[config.mk]
export PLATFORM = sky130hd
export DESIGN_NAME = tmr_clkgate
export DESIGN_NICKNAME = d
export VERILOG_FILES = /design/src/rtl/tmr_clkgate_pkg.sv /design/src/rtl/tmr_clkgate_stopreg.sv /design/src/rtl/tmr_clkgate_chan.sv /design/src/rtl/tmr_clkgate.sv
export SDC_FILE = /design/constraint.sdc
export NUM_CORES = 1
export LEC_CHECK = 0
export BUFFER_PORTS_ARGS = -buffer_cell sky130_fd_sc_hd__buf_2
export CORE_MARGIN = 5
export CORE_UTILIZATION = 40
export CTS_CLUSTER_DIAMETER = 80
export DETAILED_ROUTE_END_ITERATION = 10
export HOLD_SLACK_MARGIN = 0.03
export SLEW_MARGIN = 5
export SYNTH_ARGS = -nofsm -noshare
export SYNTH_HDL_FRONTEND = slang
export SYNTH_SLANG_ARGS = --single-unit
[constraint.sdc]
create_clock -name clk -period 2.42 [get_ports clk]
set_clock_uncertainty 0.1 [all_clocks]
set_input_delay 0.363 -clock clk [delete_from_list [all_inputs] [get_ports clk]]
set_output_delay 0.363 -clock clk [all_outputs]
set_load 0.05 [all_outputs]
[src/rtl/tmr_clkgate_pkg.sv]
package tmr_clkgate_pkg;
    localparam int NUM_TMR   = 8;
    localparam int NUM_CH    = NUM_TMR + 2;
    localparam int ADDR_W    = 8;
    localparam int DATA_W    = 32;
    localparam int CNT_W     = 10;
    localparam int MAX_PS    = CNT_W / 2;
    localparam int OST_BIT   = 15;
    localparam int WDT_BIT   = 16;

    localparam logic [ADDR_W-1:0] A_SET    = 8'h00;
    localparam logic [ADDR_W-1:0] A_CLR    = 8'h04;
    localparam logic [ADDR_W-1:0] A_STAT   = 8'h08;
    localparam logic [ADDR_W-1:0] A_CTRL0  = 8'h10;

    typedef enum logic [2:0] {
        SRC_PCLK = 3'b001,
        SRC_RTC  = 3'b010,
        SRC_EXT  = 3'b100
    } src_e;

    typedef struct packed {
        logic [2:0] pscale;
        logic [2:0] src;
    } ctrl_t;

    localparam ctrl_t CTRL_RST = '{pscale: 3'd0, src: SRC_EXT};

    function automatic int stop_idx(input int ch);
        if (ch < NUM_TMR)      return ch;
        else if (ch == NUM_TMR) return OST_BIT;
        else                    return WDT_BIT;
    endfunction

    function automatic logic [DATA_W-1:0] impl_mask();
        logic [DATA_W-1:0] m;
        m = '0;
        for (int c = 0; c < NUM_CH; c++) m[stop_idx(c)] = 1'b1;
        return m;
    endfunction

    function automatic logic [ADDR_W-1:0] ctrl_addr(input int ch);
        return A_CTRL0 + ADDR_W'(4 * ch);
    endfunction

    function automatic logic src_valid(input logic [2:0] s);
        return (s == SRC_PCLK) || (s == SRC_RTC) || (s == SRC_EXT);
    endfunction

    function automatic logic [CNT_W-1:0] wrap_mask(input logic [2:0] ps);
        logic [CNT_W-1:0] m;
        int n;
        n = (int'(ps) > MAX_PS) ? MAX_PS : int'(ps);
        m = '0;
        for (int b = 0; b < CNT_W; b++) if (b < 2 * n) m[b] = 1'b1;
        return m;
    endfunction
endpackage

[src/rtl/tmr_clkgate_stopreg.sv]
module tmr_clkgate_stopreg
    import tmr_clkgate_pkg::*;
(
    input  logic              clk,
    input  logic              rst,
    input  logic              set_we,
    input  logic              clr_we,
    input  logic [DATA_W-1:0] wdata,
    output logic [DATA_W-1:0] stop_q
);
    localparam logic [DATA_W-1:0] IMPL = impl_mask();

    logic [DATA_W-1:0] set_bits;
    logic [DATA_W-1:0] clr_bits;

    assign set_bits = set_we ? (wdata & IMPL) : '0;
    assign clr_bits = clr_we ? (wdata & IMPL) : '0;

    always_ff @(posedge clk) begin
        if (rst) stop_q <= IMPL;
        else     stop_q <= (stop_q | set_bits) & ~clr_bits;
    end
endmodule

[src/rtl/tmr_clkgate_chan.sv]
module tmr_clkgate_chan
    import tmr_clkgate_pkg::*;
(
    input  logic       clk,
    input  logic       rst,
    input  logic       run,
    input  logic       wr,
    input  ctrl_t      wr_val,
    input  logic [2:0] src_pulse,
    output ctrl_t      ctrl_o,
    output logic       tick_o
);
    ctrl_t            ctrl_q;
    logic [CNT_W-1:0] cnt_q;
    logic [CNT_W-1:0] cnt_inc;
    logic             accept;
    logic             changed;
    logic             fire;

    assign accept  = wr && run;
    assign changed = accept && (wr_val != ctrl_q);
    assign fire    = run && src_valid(ctrl_q.src) && ((ctrl_q.src & src_pulse) != 3'b000);
    assign cnt_inc = cnt_q + CNT_W'(1);

    always_ff @(posedge clk) begin
        if (rst) begin
            ctrl_q <= CTRL_RST;
            cnt_q  <= '0;
            tick_o <= 1'b0;
        end else begin
            tick_o <= 1'b0;
            if (changed) begin
                ctrl_q <= wr_val;
                cnt_q  <= '0;
            end else if (fire) begin
                cnt_q  <= cnt_inc;
                tick_o <= (cnt_inc & wrap_mask(ctrl_q.pscale)) == '0;
            end
        end
    end

    assign ctrl_o = ctrl_q;
endmodule

[src/rtl/tmr_clkgate.sv]
module tmr_clkgate
    import tmr_clkgate_pkg::*;
(
    input  logic              clk,
    input  logic              rst,
    input  logic [ADDR_W-1:0] bus_addr,
    input  logic              bus_we,
    input  logic [DATA_W-1:0] bus_wdata,
    output logic [DATA_W-1:0] bus_rdata,
    input  logic              pclk_en,
    input  logic              rtc_en,
    input  logic              ext_en,
    output logic [NUM_CH-1:0] tick
);
    logic [DATA_W-1:0] stop_q;
    ctrl_t             ctrl_w [NUM_CH];
    logic [2:0]        pulses;

    assign pulses = {ext_en, rtc_en, pclk_en};

    tmr_clkgate_stopreg u_stop (
        .clk    (clk),
        .rst    (rst),
        .set_we (bus_we && bus_addr == A_SET),
        .clr_we (bus_we && bus_addr == A_CLR),
        .wdata  (bus_wdata),
        .stop_q (stop_q)
    );

    for (genvar i = 0; i < NUM_CH; i++) begin : g_ch
        localparam int SB = stop_idx(i);
        tmr_clkgate_chan u_chan (
            .clk       (clk),
            .rst       (rst),
            .run       (!stop_q[SB]),
            .wr        (bus_we && bus_addr == ctrl_addr(i)),
            .wr_val    (ctrl_t'(bus_wdata[5:0])),
            .src_pulse (pulses),
            .ctrl_o    (ctrl_w[i]),
            .tick_o    (tick[i])
        );
    end

    always_comb begin
        bus_rdata = '0;
        if (bus_addr == A_STAT) bus_rdata = stop_q;
        for (int c = 0; c < NUM_CH; c++)
            if (bus_addr == ctrl_addr(c)) bus_rdata = {{(DATA_W-6){1'b0}}, ctrl_w[c]};
    end
endmodule

* After elaboration in Yosys (flattened, before gate mapping)
Cells that the tools add are included.
Word-level totals: register bits 202
Cells by class: add/sub/neg operators 10, magnitude comparators 110, equality and inequality tests 52, muxes and demuxes 423, bitwise gates (word level) 33, reduce and logical (&&, ||, !) cells 123
Operators with widths (number):
- < comparator 4 x 32 -> 1 bit, first input constant | 40
- < comparator 3 x 32 -> 1 bit, first input constant | 20
- < comparator 5 x 32 -> 1 bit, first input constant | 20
- two-way mux 1 bit | 400
- two-way mux 32 bit | 11
- < comparator 1 x 32 -> 1 bit, first input constant | 10
- < comparator 2 x 32 -> 1 bit, first input constant | 10
- adder 10 x 1 -> 10 bit, second input constant | 10
- AND 10 bit | 10
- logical NOT 10 bit | 10
- inequality test 6 bit | 10
- logical AND 1 bit | 52
- equality test 8 x 6 -> 1 bit, second input constant | 6
- two-way mux 17 bit | 2
- AND 32 bit | 1
- equality test 8 x 5 -> 1 bit, second input constant | 4
- inverter 32 bit | 1
- OR 32 bit | 1
- AND 3 bit | 10
- equality test 3 x 1 -> 1 bit, second input constant | 10
- equality test 3 x 2 -> 1 bit, second input constant | 10
- equality test 3 bit, second input constant | 10
- greater-than comparator 3 bit, second input constant | 10
- two-way mux 3 bit | 10
- 9 further kinds | 73

* Depth between registers and ports, before layout
word-level depth 12, depth in mapped cells 10, gate-level depth less buffers 7

* Modules after synthesis
From an unflattened synthesis, not the netlist that was laid out.
Unflattened totals: cell total of the unflattened synthesis 1523, area, all modules 11875.1 µm²
By module, submodules not included:
- tmr_clkgate_chan | times used 10, cells each 127, area an instance 1019.7 µm²
- tmr_clkgate | times used 1, cells each 196, area an instance 1133.6 µm²
- tmr_clkgate_stopreg | times used 1, cells each 57, area an instance 544.3 µm²

* Least setup slack after synthesis
OpenSTA, ideal clock, no wires.
path type input to output, start input port bus_addr[2], end output port bus_rdata[0], arrival time 2.313 ns, data required time 1.957 ns, setup slack -0.356 ns, stages on the path 8, cell sequence buf_4 -> or4b_1 -> buf_2 -> nor3b_1 -> a21oi_1 -> nor2_1 -> o21ai_0 -> a21oi_1
On the way: longest elaborated chain between the ends 12, elaborated cells between the ends (all ways) 22, those cells by class eq/ne (11); mux (11)
Ends and longest elaborated chain:
- from (decl) | RTL line tmr_clkgate.sv:6 | input logic [ADDR_W-1:0] bus_addr,
- equality test 8 x 4 -> 1 bit | RTL line tmr_clkgate.sv:46 | if (bus_addr == A_STAT) bus_rdata = stop_q;
- two-way mux 32 bit | RTL line tmr_clkgate.sv:46
- two-way mux 32 bit (9 in a row) | RTL line tmr_clkgate.sv:48 | if (bus_addr == ctrl_addr(c)) bus_rdata = {{(DATA_W-6){1'b0}}, ctrl_w[c]};
- two-way mux 32 bit (*) | RTL line tmr_clkgate.sv:48
- to (decl) | RTL line tmr_clkgate.sv:9 | output logic [DATA_W-1:0] bus_rdata,
Mark *: on every way between the ends. The rest lies on a longest branch, timed or not.

* Final worst setup path
start input port bus_addr[1], end output port bus_rdata[4]
Same word-level chain as after synthesis.

==> impl_results.md <==
* Met3 usage at 0.0303
* Ys Warns at 0
* Global-route wire length before repair at 46.0 mm
* Mapped Area at 10900 um^2
* Finished Cell Area at 12700 um^2
* Worst EP arrival at 1.99 ns
* FMAX at 407 MHz
* Async set-or-reset flop fraction in the synthesized netlist at 0
* Critical path, cell by cell: buf_6 -> or4b_4 -> buf_6 -> o22ai_2 -> o21ai_1 -> a221o_2 -> buf_8
* P_leak at 0.00510 uW
* Net count, final at 1459
* Worst-skew pair later-pin latency at 0.43 ns
* Pre-CTS setup slack at -0.306 ns
* # diodes at 0
* Final setup margin at -0.0365 ns
* Worst reg2reg path depth at 8
* Crit-path most repeated cell: buf_6
* Cells after Synth at 1314
* Layout area overhead at 17.1%
* Reg clk slew, reported paths at 0.07 ns
* CTS Hold Buffers Added at 0
* RSZ-0062 raised after global routing: yes
* Routed WL at 27.7 mm
* Cell Area, Placed at 11900 um^2
* Largest net degree at the start of global routing at 43
* CTS root buf: clkbuf_16
* Period utilization at 1.02
* Hold depth at 3
* Die W at 175 um
* Drt pass-1 iters at 5
* Most common flop cell mapped by yosys: dfxtp_1
* Die Y at 175 um
* Worst EP required at 1.96 ns
* Register area share after synthesis at 0.331
* Core Util, Final at 0.474
* Post-synth EDFFs at 0
* IO Pins at 88
* Post-route ant nets at 0
* GR Util met2 at 0.302
* Row cnt at 60
* Remaining Overflow, GRT at 0
* Antenna violations before repair at 0
* Synth Register Bits at 180
* Worst setup EP type: output pin
* IO buf count at 43
* Met1 Resource Use GR at 0.241
* Number of fillers in the final layout at 2666
* All-Layer GR Usage at 0.181
* H-tree levels at 4
* Gr busiest metal: met2
* Final setup viols at 2
* Hold Fails Final Rpt at 0
* Worst-Margin Slew at 0.594 ns
* DP HPWL at 20.4 mm
* Crit-path slowest cell: or4b_4
* Max incr delay on CP at 0.61 ns
* Final Critical Period at 2.46 ns
* Most frequent cells in the layout: 190 x nor2_1, 164 x dfxtp_1, 114 x xor2_1, 110 x buf_4, 107 x nand2_1
* GPL Wtd Cong at 0.952
* Failing checks: negative setup slack
* Clock Sinks at 180
* DRT iter0 DRCs at 537
* Status: complete, but fails checks
* Pwr dens at 491 nW/um^2
* Maxcap violations at 0
* Die area at 30600 um^2
* Number of global-route vias before repair at 8926
* Core box area at 26900 um^2
* Commonest non-fill, non-tap cell in the layout: nor2_1
* CTS tree: built
* VDD IR max at 0.343 mV
* Rel. slew slack at 0.594
* Startpoint Class: input pin
* Post-synthesis cell type count at 79
* Vias per cell at 5.39
* CTS Buf Count at 17
* CP Class: in -> out
* Initial Utilization at 0.405
* Layout cells sized above 1 at 0.180
* Via count at 9469
* Residual DRC at 0
* CP max FO at 4
* Synth Area per Inst at 8.28 um^2
* Drt wl/cell at 15.8 um
* Final count of pins violating max slew at 0
* Worst hold path class: in -> reg
* Clock Tree Buf Depth at 2
==> worst paths after layout <==
check,from,to,slack [ns]
worst max-delay path,bus_addr[1],bus_rdata[4],-0.04
worst max register to register,g_ch[5].u_chan.cnt_q[1],g_ch[5].u_chan.tick_o,0.15
worst min register to register,g_ch[3].u_chan.ctrl_o[3],g_ch[3].u_chan.tick_o,0.42
worst min-delay path,bus_wdata[15],u_stop.stop_q[15],0.1
==> cell type report <==
| type | instances | area, um^2 | area share |
|---|---|---|---|
| inverter | 22 | 82.6 | 0.00648 |
| timing repair buffer | 161 | 1230 | 0.0962 |
| tap | 341 | 427 | 0.0335 |
| clock buffer | 23 | 468 | 0.0367 |
| clock inverter | 8 | 125 | 0.00982 |
| multi-input combinational | 1021 | 6780 | 0.532 |
| sequential | 180 | 3630 | 0.285 |
==> cell usage after synthesis (5+ instances only) <==
master | instances | area share
inv_1 | 21 | 0.0072
and2_1 | 7 | 0.0040
clkbuf_1 | 44 | 0.015
o211ai_1 | 6 | 0.0041
nor2_1 | 194 | 0.067
a22oi_1 | 7 | 0.0048
a21o_1 | 16 | 0.011
nor3b_1 | 9 | 0.0062
nor4_1 | 7 | 0.0040
nor2b_1 | 5 | 0.0029
xnor2_1 | 63 | 0.051
xor2_1 | 114 | 0.092
nor3_1 | 40 | 0.018
and4_1 | 5 | 0.0040
mux2i_1 | 73 | 0.067
nand4bb_1 | 6 | 0.0062
o32ai_1 | 14 | 0.011
buf_2 | 12 | 0.0055
or4_1 | 7 | 0.0048
nand4_1 | 36 | 0.021
o22ai_1 | 9 | 0.0052
o31ai_1 | 6 | 0.0041
a21oi_1 | 33 | 0.015
a31oi_1 | 26 | 0.015
nand3b_1 | 16 | 0.011
a221oi_1 | 5 | 0.0040
a2111oi_0 | 6 | 0.0048
dfxtp_1 | 180 | 0.33
and3_1 | 34 | 0.020
buf_4 | 41 | 0.028
ha_1 | 10 | 0.011
buf_1 | 9 | 0.0031
nand2_1 | 107 | 0.037
nand3_1 | 36 | 0.017
o21ai_0 | 23 | 0.011
or2_2 | 5 | 0.0029
==> power breakdown <==
| part | switching (uW) | leakage, uW | internal, uW |
|---|---|---|---|
| combinational | 309 | 0.00335 | 157 |
| clock | 1160 | 0.000288 | 1680 |
| sequential | 0.554 | 0.00146 | 2960 |
| total | 1470 | 0.00510 | 4790 |
==> logic make-up (layout without fill, tap and decap cells) <==
| logic type | after synthesis | in the layout | synth area share |
|---|---|---|---|
| xor gates and xnor gates | 177 | 177 | 0.142 |
| and+or+nand+nor | 543 | 543 | 0.249 |
| muxes | 79 | 79 | 0.0775 |
| AOI/OAI and AO/OA | 190 | 190 | 0.124 |
| adders and majority gates | 10 | 10 | 0.0115 |
| DFF | 180 | 180 | 0.331 |
| other | 1 | 22 | 0.000344 |
| buffers and inverters | 134 | 214 | 0.0647 |
==> metrics by stage <==
step | setup TNS (ns) | hold slack [ns] | instances | total power [uW]
finish | -0.0555 | 0.0976 | 1756 | 6260
global route | -0.178 | 0.0871 | 1756 | 6490
CTS | -0.0732 | 0.0842 | 1755 | 6330
detailed placement | -8.99 | 0.427 | 1722 | 3470
global placement | -7.02 | 0.405 | 1722 | 3470
floorplan | -0.501 | 0.375 | 1335 | 3340
==> registers in the layout, indices dropped and copies added, names as in the netlist <==
| register | cells |
|---|---|
| u_stop.stop_q | 10 |
| g_ch.u_chan.ctrl_o | 60 |
| g_ch.u_chan.tick_o | 10 |
| g_ch.u_chan.cnt_q | 100 |
==> timing repair <==
| action | in CTS | in global routing |
|---|---|---|
| setup buffers | 2 | 1 |
| setup endpoints to repair | 11 | 9 |
| pin swaps | 11 | 14 |
| resized for setup | 51 | 25 |
==> per-layer routing <==
layer / part of all wire / wire (um) / up-vias
li1: - / - / 4733
met1: 0.48 / 13200 / 4511
met3: 0.036 / 1000 / 39
met2: 0.47 / 13000 / 186
met5: 0 / 0 / -
met4: 0.017 / 466 / 0
==> worst max-delay path: cells and delay by family <==
kind | cells | cell delay [ns]
buffers and inverters | 3 | 0.41
and+or+nand+nor | 1 | 0.61
AOI/OAI and AO/OA | 3 | 0.59
(Power assumes the default switching activity.)
